<file path="src/rtl/ide_cfg_pkg.sv">
package ide_cfg_pkg;
  localparam int TIM_W = 8;

  typedef enum logic [1:0] {
    KN_IDLE,
    KN_ONE,
    KN_TWO,
    KN_OPEN
  } knock_e;

  localparam logic [2:0] OFS_RDT = 3'd0;
  localparam logic [2:0] OFS_WRT = 3'd1;
  localparam logic [2:0] OFS_KEY = 3'd2;
  localparam logic [2:0] OFS_CTL = 3'd3;
  localparam logic [2:0] OFS_STR = 3'd5;
  localparam logic [2:0] OFS_SEL = 3'd6;
  localparam logic [2:0] OFS_KNOCK = 3'd1;

  localparam logic [7:0] KEY_OPEN    = 8'h03;
  localparam logic [7:0] KEY_CLOSE   = 8'h83;
  localparam logic [7:0] CTL_COMMIT  = 8'h85;
  localparam logic [7:0] STRAP_PROBE = 8'hFF;

  localparam logic [TIM_W-1:0] DEF_TIM_C0 = 8'h6B;
  localparam logic [TIM_W-1:0] DEF_TIM_C1 = 8'h58;
  localparam logic [1:0]       DEF_SET_C0 = 2'd3;
  localparam logic [1:0]       DEF_SET_C1 = 2'd2;

  function automatic logic is_reg_ofs(input logic [2:0] a);
    return (a == OFS_RDT) || (a == OFS_WRT) || (a == OFS_CTL) ||
           (a == OFS_STR) || (a == OFS_SEL);
  endfunction
endpackage

</file>
<file path="src/rtl/ide_knock_fsm.sv">
module ide_knock_fsm
  import ide_cfg_pkg::*;
(
  input  logic       clk_i,
  input  logic       rst_ni,
  input  logic       valid_i,
  input  logic       write_i,
  input  logic       wide_i,
  input  logic [2:0] addr_i,
  input  logic [7:0] wbyte_i,
  output logic       open_o
);
  knock_e st_q, st_d;
  logic   is_knock, is_open, is_close;

  assign is_knock = !write_i && wide_i && (addr_i == OFS_KNOCK);
  assign is_open  = write_i && !wide_i && (addr_i == OFS_KEY) && (wbyte_i == KEY_OPEN);
  assign is_close = write_i && !wide_i && (addr_i == OFS_KEY) && (wbyte_i == KEY_CLOSE);

  always_comb begin
    st_d = st_q;
    if (valid_i) begin
      unique case (st_q)
        KN_IDLE: st_d = is_knock ? KN_ONE : KN_IDLE;
        KN_ONE:  st_d = is_knock ? KN_TWO : KN_IDLE;
        KN_TWO:  st_d = is_open  ? KN_OPEN : KN_IDLE;
        KN_OPEN: st_d = is_close ? KN_IDLE : KN_OPEN;
        default: st_d = KN_IDLE;
      endcase
    end
  end

  always_ff @(posedge clk_i or negedge rst_ni) begin
    if (!rst_ni) st_q <= KN_IDLE;
    else         st_q <= st_d;
  end

  assign open_o = (st_q == KN_OPEN);
endmodule

</file>
<file path="src/rtl/ide_cfg_regs.sv">
module ide_cfg_regs
  import ide_cfg_pkg::*;
#(
  parameter int NUM_DEV = 2
) (
  input  logic                     clk_i,
  input  logic                     rst_ni,
  input  logic                     wr_en_i,
  input  logic [2:0]               addr_i,
  input  logic [7:0]               wbyte_i,
  input  logic                     clk_sel_i,
  output logic [7:0]               rbyte_o,
  output logic [NUM_DEV*TIM_W-1:0] prog_rd_o,
  output logic [NUM_DEV*TIM_W-1:0] prog_wr_o,
  output logic [1:0]               prog_setup_o,
  output logic                     commit_o
);
  localparam int SEL_W = (NUM_DEV > 1) ? $clog2(NUM_DEV) : 1;

  logic [TIM_W-1:0] rd_q [NUM_DEV];
  logic [TIM_W-1:0] wr_q [NUM_DEV];
  logic [7:0]       ctl_q, sel_q, str_q;
  logic [SEL_W-1:0] bank;

  assign bank = sel_q[SEL_W-1:0];

  for (genvar d = 0; d < NUM_DEV; d++) begin : g_bank
    always_ff @(posedge clk_i or negedge rst_ni) begin
      if (!rst_ni) begin
        rd_q[d] <= '0;
        wr_q[d] <= '0;
      end else if (wr_en_i && (bank == SEL_W'(d))) begin
        if (addr_i == OFS_RDT) rd_q[d] <= wbyte_i[TIM_W-1:0];
        if (addr_i == OFS_WRT) wr_q[d] <= wbyte_i[TIM_W-1:0];
      end
    end
    assign prog_rd_o[d*TIM_W +: TIM_W] = rd_q[d];
    assign prog_wr_o[d*TIM_W +: TIM_W] = wr_q[d];
  end

  always_ff @(posedge clk_i or negedge rst_ni) begin
    if (!rst_ni) begin
      ctl_q <= '0;
      sel_q <= '0;
      str_q <= '0;
    end else if (wr_en_i) begin
      if (addr_i == OFS_CTL) ctl_q <= wbyte_i;
      if (addr_i == OFS_SEL) sel_q <= wbyte_i;
      if (addr_i == OFS_STR) str_q <= wbyte_i;
    end
  end

  always_comb begin
    rbyte_o = '0;
    unique case (addr_i)
      OFS_RDT: rbyte_o = 8'(rd_q[bank]);
      OFS_WRT: rbyte_o = 8'(wr_q[bank]);
      OFS_CTL: rbyte_o = ctl_q;
      OFS_SEL: rbyte_o = sel_q;
      OFS_STR: rbyte_o = (str_q == STRAP_PROBE) ? {7'd0, clk_sel_i} : 8'd0;
      default: rbyte_o = '0;
    endcase
  end

  assign prog_setup_o = sel_q[5:4];
  assign commit_o     = (ctl_q == CTL_COMMIT);
endmodule

</file>
<file path="src/rtl/ide_timing_out.sv">
module ide_timing_out
  import ide_cfg_pkg::*;
#(
  parameter int NUM_DEV = 2
) (
  input  logic                     override_i,
  input  logic                     clk_sel_i,
  input  logic [NUM_DEV*TIM_W-1:0] prog_rd_i,
  input  logic [NUM_DEV*TIM_W-1:0] prog_wr_i,
  input  logic [1:0]               prog_setup_i,
  output logic [NUM_DEV*TIM_W-1:0] rd_timing_o,
  output logic [NUM_DEV*TIM_W-1:0] wr_timing_o,
  output logic [1:0]               addr_setup_o
);
  logic [TIM_W-1:0] def_tim;

  assign def_tim = clk_sel_i ? DEF_TIM_C1 : DEF_TIM_C0;

  for (genvar d = 0; d < NUM_DEV; d++) begin : g_dev
    assign rd_timing_o[d*TIM_W +: TIM_W] = override_i ? prog_rd_i[d*TIM_W +: TIM_W] : def_tim;
    assign wr_timing_o[d*TIM_W +: TIM_W] = override_i ? prog_wr_i[d*TIM_W +: TIM_W] : def_tim;
  end

  assign addr_setup_o = override_i ? prog_setup_i : (clk_sel_i ? DEF_SET_C1 : DEF_SET_C0);
endmodule

</file>
<file path="src/rtl/ide_cfg_trapdoor.sv">
module ide_cfg_trapdoor
  import ide_cfg_pkg::*;
#(
  parameter int DW      = 16,
  parameter int NUM_DEV = 2
) (
  input  logic                     clk_i,
  input  logic                     rst_ni,
  input  logic                     acc_valid_i,
  input  logic                     acc_write_i,
  input  logic                     acc_wide_i,
  input  logic [2:0]               acc_addr_i,
  input  logic [DW-1:0]            acc_wdata_i,
  output logic [DW-1:0]            acc_rdata_o,
  output logic                     drv_rd_o,
  output logic                     drv_wr_o,
  output logic                     drv_wide_o,
  output logic [2:0]               drv_addr_o,
  output logic [DW-1:0]            drv_wdata_o,
  input  logic [DW-1:0]            drv_rdata_i,
  input  logic                     clk_sel_i,
  output logic                     cfg_mode_o,
  output logic                     override_o,
  output logic [NUM_DEV*TIM_W-1:0] rd_timing_o,
  output logic [NUM_DEV*TIM_W-1:0] wr_timing_o,
  output logic [1:0]               addr_setup_o
);
  logic                     open_q, cfg_hit, cfg_wr, commit;
  logic [7:0]               reg_rbyte;
  logic [NUM_DEV*TIM_W-1:0] prog_rd, prog_wr;
  logic [1:0]               prog_setup;

  ide_knock_fsm i_knock (
    .clk_i   (clk_i),
    .rst_ni  (rst_ni),
    .valid_i (acc_valid_i),
    .write_i (acc_write_i),
    .wide_i  (acc_wide_i),
    .addr_i  (acc_addr_i),
    .wbyte_i (acc_wdata_i[7:0]),
    .open_o  (open_q)
  );

  // offset 2 is intercepted only for writes (close/ignore), reads still reach the drive
  assign cfg_hit = open_q && (is_reg_ofs(acc_addr_i) || (acc_write_i && acc_addr_i == OFS_KEY));
  assign cfg_wr  = acc_valid_i && acc_write_i && open_q && is_reg_ofs(acc_addr_i);

  ide_cfg_regs #(.NUM_DEV(NUM_DEV)) i_regs (
    .clk_i        (clk_i),
    .rst_ni       (rst_ni),
    .wr_en_i      (cfg_wr),
    .addr_i       (acc_addr_i),
    .wbyte_i      (acc_wdata_i[7:0]),
    .clk_sel_i    (clk_sel_i),
    .rbyte_o      (reg_rbyte),
    .prog_rd_o    (prog_rd),
    .prog_wr_o    (prog_wr),
    .prog_setup_o (prog_setup),
    .commit_o     (commit)
  );

  ide_timing_out #(.NUM_DEV(NUM_DEV)) i_tout (
    .override_i   (commit),
    .clk_sel_i    (clk_sel_i),
    .prog_rd_i    (prog_rd),
    .prog_wr_i    (prog_wr),
    .prog_setup_i (prog_setup),
    .rd_timing_o  (rd_timing_o),
    .wr_timing_o  (wr_timing_o),
    .addr_setup_o (addr_setup_o)
  );

  assign drv_rd_o    = acc_valid_i && !acc_write_i && !cfg_hit;
  assign drv_wr_o    = acc_valid_i &&  acc_write_i && !cfg_hit;
  assign drv_wide_o  = acc_wide_i;
  assign drv_addr_o  = acc_addr_i;
  assign drv_wdata_o = acc_wdata_i;
  assign acc_rdata_o = cfg_hit ? {{(DW-8){1'b0}}, reg_rbyte} : drv_rdata_i;
  assign cfg_mode_o  = open_q;
  assign override_o  = commit;
endmodule

</file>
<file path="config.mk">
export PLATFORM = sky130hd
export DESIGN_NAME = ide_cfg_trapdoor
export DESIGN_NICKNAME = d
export VERILOG_FILES = /design/src/rtl/ide_cfg_pkg.sv /design/src/rtl/ide_knock_fsm.sv /design/src/rtl/ide_cfg_regs.sv /design/src/rtl/ide_timing_out.sv /design/src/rtl/ide_cfg_trapdoor.sv
export SDC_FILE = /design/constraint.sdc
export NUM_CORES = 1
export LEC_CHECK = 0
export BUFFER_PORTS_ARGS = -buffer_cell sky130_fd_sc_hd__buf_4
export CAP_MARGIN = 20
export CORE_MARGIN = 4
export CORE_UTILIZATION = 50
export DETAILED_ROUTE_END_ITERATION = 10
export GPL_ROUTABILITY_DRIVEN = 0
export PLACE_DENSITY_LB_ADDON = 0.3
export SLEW_MARGIN = 5
export SYNTH_ARGS = -nofsm -noshare
export SYNTH_HDL_FRONTEND = slang
export SYNTH_HIERARCHICAL = 1
export SYNTH_SLANG_ARGS = --single-unit
</file>
<file path="constraint.sdc">
create_clock -name clk_i -period 4.85 [get_ports clk_i]
set_clock_uncertainty 0.05 [all_clocks]
set_input_delay 0.7275 -clock clk_i [delete_from_list [all_inputs] [get_ports clk_i]]
set_output_delay 0.7275 -clock clk_i [all_outputs]
set_load 0.05 [all_outputs]
</file>
# After elaboration in Yosys (flattened, before gate mapping)
# Index checks and enable logic that the tools add are counted.
# Widths: inputs -> output; s select.
[totals] regBits=58 output_inout_bits=74 wordCells=77
[op_classes] n_lt_le_gt_ge=1 n_eq_ne=12 mux=21 bitwise_logic=2 reduce_logical=33
[op_table] cell="$mux 8" count=10
[op_table] cell="$pmux 8 s5" count=1
[op_table] cell="$eq 8x8->1 const B" count=3
[op_table] cell="$logic_and 1x1->1" count=16
[op_table] cell="$mux 16" count=1
[op_table] cell="$reduce_and 2->1" count=7
[op_table] cell="$eq 8x2->1 const B" count=1
[op_table] cell="$mux 2" count=4
[op_table] cell="$pmux 2 s4" count=1
[op_table] cell="$eq 3x2->1 const B" count=2
[op_table] cell="$eq 3x3->1 const B" count=2
[op_table] cell="$mux 6" count=1
[op_table] cell="$logic_or 1x1->1" count=5
[op_table] cell="$eq 2x2->1 const B" count=2
[op_table] cell="$eq 3x1->1 const B" count=1
[op_table] cell="$logic_not 1->1" count=3
[op_table] cell="$logic_not 3->1" count=1
[op_table] cell="$mux 1" count=3
[op_table] cell="$eq 2x1->1 const B" count=1
[op_table] cell="$ge 2x2->1 const B" count=1
[op_table] cell="$logic_not 2->1" count=1
[op_table] cell="$not 1->2" count=1
[op_table] cell="$not 1->1" count=1

# Logic depth before layout (Yosys ltp)
# Gate-level depths: netlist of the first run.
[depth] word_depth=9 ltp_mapped=6 mapped_depth_nobuf=6

# Modules after synthesis
# Netlist of the first run, hierarchy kept.
[by_module_without_submodules] module="ide_cfg_regs" n_inst=1 cells_per_inst=187 area_per_inst_um2=2632.5 seq_area_each_um2=1401.3
[by_module_without_submodules] module="ide_cfg_trapdoor" n_inst=1 cells_per_inst=48 area_per_inst_um2=381.6 seq_area_each_um2=0.0
[by_module_without_submodules] module="ide_timing_out" n_inst=1 cells_per_inst=46 area_per_inst_um2=305.3 seq_area_each_um2=0.0
[by_module_without_submodules] module="ide_knock_fsm" n_inst=1 cells_per_inst=18 area_per_inst_um2=171.4 seq_area_each_um2=50.0

# Least setup slack after synthesis of the first run
# Ideal clock, no wire load.
[synth_path] path_kind="register to output" from="register i_regs.ctl_q[6]" to="output port wr_timing_o[13]" t_arrival_ns=3.877 setup_slack_ns=0.195 path_stages_with_launch=6 path_buffers=1 cell_sequence="dfrtp_1 > or4b_2 > nor4_1 > buf_6 > nand2b_4 > a21boi_1"
[synth_between] elab_chain_cells=2
[synth_lines] element="start, declared" line_no="ide_cfg_regs.sv:22" rtl="logic [7:0] ctl_q, sel_q, str_q;"
[synth_lines] element="start signal, assigned" line_no="ide_cfg_regs.sv:47" rtl="if (addr_i == OFS_CTL) ctl_q <= wbyte_i;"
[synth_lines] element="$eq 8x8->1" line_no="ide_cfg_regs.sv:66" rtl="assign commit_o = (ctl_q == CTL_COMMIT);"
[synth_lines] element="named net override_o" line_no="ide_cfg_trapdoor.sv:23" rtl="output logic override_o,"
[synth_lines] element="$mux 8" line_no="ide_timing_out.sv:21" rtl="assign wr_timing_o[d*TIM_W +: TIM_W] = override_i ? prog_wr_i[d*TIM_W +: TIM_W] : def_tim;"
[synth_lines] element="end, declared" line_no="ide_cfg_trapdoor.sv:25" rtl="output logic [NUM_DEV*TIM_W-1:0] wr_timing_o,"
# The timed path passes the listed nets, and every way through them passes these cells.

# Worst setup path in the final report of the first run
[layout_path] from="register i_regs.ctl_q[6]" to="output port wr_timing_o[13]"
[layout_between] elab_chain_cells=2
[layout_lines] element="$eq 8x8->1" line_no="ide_cfg_regs.sv:66"
[layout_lines] element="$mux 8" line_no="ide_timing_out.sv:21"
# Every way passes these cells.

==> results.cfg, run 1 <==
[logic_synthesis]
ys_warn_count = 6
top_cells_by_area_synth = dfrtp_1, mux2_2, buf_4, a21o_1, mux2i_1
synth_top_family_by_area = multiplexers
synth_top_flop_cell = dfrtp_1
synth_compound_gate_area_share_pct = 8.39
synth.cell_area_um2 = 3490
ys_seq_elements = 58
yosysUniqueCellTypes = 46
async_reset_ff_share_pct = 100
sequential_cell_area_fraction_in_the_yosys_report_pct = 41.6
number_of_nets_produced_by_synthesis = 340
post_synth_xor_area_fraction_pct = 0.502
basic_gate_share_of_the_synthesized_area_counting_and_or_nand_and_nor_cells_pct = 15.6
synth_enable_flop_cells = 0
synthAdderAreaFrac_pct = 0
yosys.area.top_type = dfrtp_1
syn-instance-count = 299
multiplexer_share_of_the_synthesized_area_pct = 25.8
syn_area_per_cell_um2 = 11.7
synth_top_area_share_pct = 41.6

[die]
die_width_um = 91.6
standard_cell_core_area_um2 = 6790
floorplan.rows = 30
die_area_um2 = 8380
chipHeight_um = 91.6
ioPinCount = 115
initial_utilization_pct = 51.4

[setup_path]
setup.worst_path.class = flip-flop to primary output
cp.required_ns = 4.07
cpMaxStageDelayCell = or4b_2
critPathMostFrequentCell = buf_4
crit_arrival_ns = 2.64
critical_path.top_delay_family = simple AND/OR/NAND/NOR gates
critical_path_maximum_fanout = 25
crit_path_max_incr_delay_ns = 0.68
setup.worst_path.start_class = flip-flop
timing.critical_path.buf_inv = 2
path_cells = or4b_2, nor4_2, buf_4, nand2b_4, a21boi_1, buf_4
critical_path.endpoint_type = primary output

[finish]
antenna-diode-count = 0
finalNetCount = 413
finish.cell_count_without_fillers = 472
final_core_util_pct = 63.0
syn_to_final_growth_pct = 22.6
layout_cells_sized_above_1_pct = 53.7

[sta]
period_share_pct = 70.4
setup_violations = 0
fin_crit_ns = 3.41
grt_setup_unrepaired = false
timing.max_slew.rel_slack_pct = 35.5
finalHoldViolCount = 0
drv_slew = 0
timing.setup.tns_ns = 0
worstMarginPinSlew_ns = 0.967
achievable-frequency_ghz = 0.293

[grt]
grt_start_max_net_pins = 59
grt.total_usage_pct = 21.2
grt_overflow_total = 0
grt_pass1_vias = 2607
grt_antenna_before_repair = 0
grt_first_pass_wirelength_mm = 13.8

[clock_tree]
clockBufferDepth = 2
post_cts_hold_buffer_count = 0
cts_made_buffers = 9
clkTransAtPathRegs_ns = 0.06
clock_insertion_delay_worst_skew_ns = 0.34
cts_root_buf = clkbuf_8
clock_tree_from_tritoncts = built
post_cts_setup_buffers = 0
cts-resized-gates = 0
cts.sink_count = 58
cts-htree-levels = 3

[placed_design]
dp.cells = 457
post_dp_hpwl_mm = 6.25
port_buffers = 98

[detailed_routing]
wirelength_mm = 8.85
via_count = 2592
route.detailed.drc = 0
drt_iter0_drc = 149
routed_via_density = 5.49
detail_route.wl_per_cell_um = 18.7
ant_nets = 0
first_pass_iters = 4

[power_and_ir_drop]
worst_ir_drop_vdd_mv = 0.150
power.leakage_nw = 2.12
power_per_cell_area_nw_per_um2 = 259

[run_status]
outcome = finished clean

[run]
drv.max_cap_violation_count = 0

[hold_path]
timing.hold.worst.class = input port to asynchronous set/reset pin
[layout by cell type, fill, tap and decap left out, types with 3 or more instances in the layout]
cell type and instances:
buf_4 100, mux2_2 73, dfrtp_1 58, nand2_1 12
a21o_1 12, nor2b_1 10, nor2_1 10, clkbuf_8 10
and2_1 10, nand2b_1 9, mux2i_1 8, a22o_1 7
a221o_1 7, nand3_1 3, and3_1 3, nand3_2 3
[cells by family (layout without fill, tap and decap cells)]
family | Yosys count | after routing
xor gates and xnor gates | 2 | 2
muxes | 81 | 81
AOI/OAI and AO/OA | 34 | 34
DFF | 58 | 58
buffers and inverters | 40 | 117
and+or+nand+nor | 84 | 84
[routing by layer]
layer / track usage (%) / up-vias / routed length (um)
li1: - / 1203 / -
met1: 27.4 / 1307 / 3800
met2: 34.0 / 63 / 4420
met3: 4.72 / 19 / 396
met4: 9.05 / 0 / 219
met5: 0 / - / 0
[state kept, by name, summed over array words and instances (netlist names)]
name              flops
i_regs/prog_rd_o     16
i_regs/prog_wr_o     16
i_regs/ctl_q          8
i_regs/sel_q          8
i_regs/str_q          8
i_knock/st_q          2
[cell type report]
class / instances / area (um^2)
clock buffers: 12 / 145
repair buffers: 100 / 751
fillers: 545 / 2510
well taps: 96 / 120
flip-flops and latches: 58 / 1450
multi-input cells: 201 / 1760
clock inverters: 3 / 40.0
inverters: 2 / 7.51
[cell usage after synthesis (3+ instances only)]
| cell | instances |
|---|---|
| a21o_1 | 12 |
| a221o_1 | 7 |
| a22o_1 | 7 |
| and2_1 | 10 |
| and3_1 | 3 |
| buf_2 | 3 |
| buf_4 | 30 |
| clkbuf_1 | 3 |
| dfrtp_1 | 58 |
| mux2_2 | 73 |
| mux2i_1 | 8 |
| nand2_1 | 12 |
| nand2b_1 | 9 |
| nand3_1 | 3 |
| nand3_2 | 3 |
| nor2_1 | 10 |
| nor2b_1 | 10 |
[power breakdown]
group          switching, W  internal (W)
logic              0.000129     0.0000597
registers        0.00000253      0.000487
clock network      0.000184      0.000247
[final timing paths]
| path | end | startpoint | cells after the start | slack [ns] |
|---|---|---|---|---|
| setup / recovery | wr_timing_o[13] | i_regs/ctl_q[6] | 6 | 1.44 |
| hold / removal | i_knock/st_q[1] | rst_ni | 1 | 0.39 |
| setup reg to reg | i_regs/prog_rd_o[12] | i_knock/st_q[1] | 6 | 2.55 |
| hold reg to reg | i_regs/str_q[5] | i_regs/str_q[5] | 1 | 0.47 |
| max in group asynchronous | i_regs/str_q[5] | rst_ni | 1 | 3.84 |
| min in group clk_i | i_regs/str_q[5] | i_regs/str_q[5] | 1 | 0.47 |
[stage by stage]
stage               worst slack [ns]  hold WS [ns]  power (W)  area [um^2]
floorplan                      0.195         0.382   0.000632         3490
global placement                1.54         0.437   0.000685         4090
detailed placement              1.49         0.443   0.000687         4090
CTS                             1.45         0.431    0.00112         4280
global route                    1.32         0.454    0.00115         4280
finish                          1.44         0.392    0.00111         4280
Power figures use the tool's default switching activity.
==> run 2, diff against run 1 <==
Settings changed: CORE_UTILIZATION 50 to 46.
Clock period 4.85 ns to 3 ns, I/O delays scaled along.
==> run 2 against run 1 <==
Net effect: clock power grew 78%; cell count is 1.7% higher; worst hold slack got worse by 0.27 ns; critical path depth did not move; wire length decreased by 1.0%; utilization is 3.4 points lower; non-clock buffer count is 4 higher; count of clock-buffer cells in the layout grew 3; sequential cell count did not move; sequential share of layout area decreased by 0.65 points.
==> results.cfg, run 2 (synthesized netlist as in run 1, its figures left out) <==
[clock_tree]
clkTransAtPathRegs_ns = 0.06
post_cts_hold_buffer_count = 0
clockBufferDepth = 2
cts_made_buffers = 9
cts_root_buf = clkbuf_8
cts.sink_count = 58
cts-htree-levels = 3
clock_insertion_delay_worst_skew_ns = 0.32
clock_tree_from_tritoncts = built

[finish]
multi_input_area_um2 = 1780
finalNetCount = 417
mostFrequentLayoutCell = buf_4
mostFrequentLayoutCells = buf_4, mux2_2, dfrtp_1, clkbuf_8
nFillCells = 599
syn_to_final_growth_pct = 25.1
antenna-diode-count = 0
seq_area_um2 = 1450
layout_cells_sized_above_1_pct = 55.9

[detailed_routing]
routed_via_density = 5.35
wirelength_met1_mm = 3.98
first_pass_iters = 4
via_count = 2566
met3RoutedLength_um = 340
top_layer = met4
drt_iter0_drc = 103
wirelength_mm = 8.75
detail_route.wl_per_cell_um = 18.2
route.detailed.drc = 0
ant_nets = 0
met2RoutedLength_mm = 4.37

[die]
die_area_um2 = 9050
floorplan.rows = 31
die_width_um = 95.1
ioPinCount = 115
initial_utilization_pct = 47.6
chipHeight_um = 95.1
standard_cell_core_area_um2 = 7330

[setup_path]
crit_arrival_ns = 2.40
critical_path.endpoint_type = primary output
critPathMostFrequentCell = buf_4
path_cells = or4b_2, nor4_4, buf_4, buf_4, and2_2, buf_4
cpMaxStageDelayCell = or4b_2
crit_path_max_incr_delay_ns = 0.71
setup.worst_path.start_class = flip-flop
critical_path_maximum_fanout = 13
cp.required_ns = 2.50
setup.worst_path.class = flip-flop to primary output

[sta]
finalHoldViolCount = 0
fin_crit_ns = 2.90
timing.max_slew.rel_slack_pct = 51.4
timing.setup.tns_ns = 0
fin_hold_ws_ns = 0.124
drv_slew = 0
period_share_pct = 96.8
setup_violations = 0
worstMarginPinSlew_ns = 0.729
setup_slack_ns = 0.0954
achievable-frequency_ghz = 0.344

[power_and_ir_drop]
netSwitchingFraction_pct = 27.0
power.leakage_nw = 2.16
clock_power_share_pct = 41.3
worst_ir_drop_vdd_mv = 0.307
comb_power_share_pct = 16.2
switchingPower_w = 0.000503
share_seq_of_total_power_pct = 42.5
power_per_cell_area_nw_per_um2 = 426
power_report.internal_total_w = 0.00136

[placed_design]
post_dp_hpwl_mm = 6.35
port_buffers = 98
dp_slack_ns = 0.375

[grt]
grt_pass1_vias = 2506
grt_overflow_total = 0
grt.total_usage_pct = 19.8
grt_antenna_before_repair = 0
grt_start_max_net_pins = 59
grt_first_pass_wirelength_mm = 13.6

[run_status]
outcome = finished clean

[run]
drv.max_cap_violation_count = 0

[hold_path]
timing.hold.worst.class = input port to asynchronous set/reset pin
==> run 2: cell count changes in the layout (fill, tap and decap cells not counted), sizes merged <==
cell    previous run  this run
buf              100       104
clkinv             2         0
clkbuf            12        15
==> run 2: layout make-up <==
type,count,area share (%)
clock buffers,15,4.27
multi-input cells,201,40.8
clock inverters,1,0.688
well taps,99,2.84
flip-flops and latches,58,33.3
inverters,2,0.172
repair buffers,104,18.0
==> run 2: worst paths after layout <==
| path | start | end | slack, ns | depth (start not counted) |
|---|---|---|---|---|
| worst min register to register | i_regs/str_q[1] | i_regs/str_q[1] | 0.45 | 1 |
| worst min-delay path | rst_ni | i_regs/prog_wr_o[9] | 0.12 | 1 |
| min in group clk_i | acc_wdata_i[0] | i_regs/str_q[0] | 0.40 | 2 |
| worst max register to register | i_knock/st_q[1] | i_regs/prog_wr_o[14] | 0.68 | 5 |
| max in group asynchronous | rst_ni | i_regs/sel_q[0] | 2.26 | 1 |
| worst max-delay path | i_regs/ctl_q[6] | rd_timing_o[7] | 0.1 | 6 |
==> run 2: metrics by stage <==
step	area (um^2)	util [%]	total power [W]	std cells
floorplan	3510	-	0.00102	299
global placement	4130	56.3	0.00111	462
detailed placement	4130	56.3	0.00111	462
CTS	4350	59.3	0.00188	478
global route	4370	59.6	0.00193	480
finish	4370	59.6	0.00186	480
==> run 2: repair_timing <==
item                       4_1_cts  5_1_grt
setup endpoints to repair        0       28
resized for setup                0        2
setup buffers                    0        2
==> run 2: metal layers <==
metal | GRT usage (%) | up-vias
li1 | - | 1215
met1 | 27.5 | 1293
met2 | 31.9 | 48
met3 | 2.84 | 10
met4 | 6.49 | 0
met5 | 0 | -
==> run 2: power by group through the flow <==
| stage | clock network, W | logic [W] | registers (W) |
|---|---|---|---|
| final | 0.000769 | 0.000302 | 0.000791 |
| after global routing | 0.000816 | 0.000319 | 0.000791 |
| after CTS | 0.000783 | 0.000305 | 0.000791 |
| after detailed placement | 0 | 0.000305 | 0.000805 |
| after global placement | 0 | 0.000302 | 0.000805 |
| after floorplan | 0 | 0.000218 | 0.000803 |
==> run 2: worst max-delay path: cells and delay by family (launching register included) <==
kind          cells  cell delay (ns)
flops             1             0.39
simple gates      3             1.10
buf+inv           3             0.58
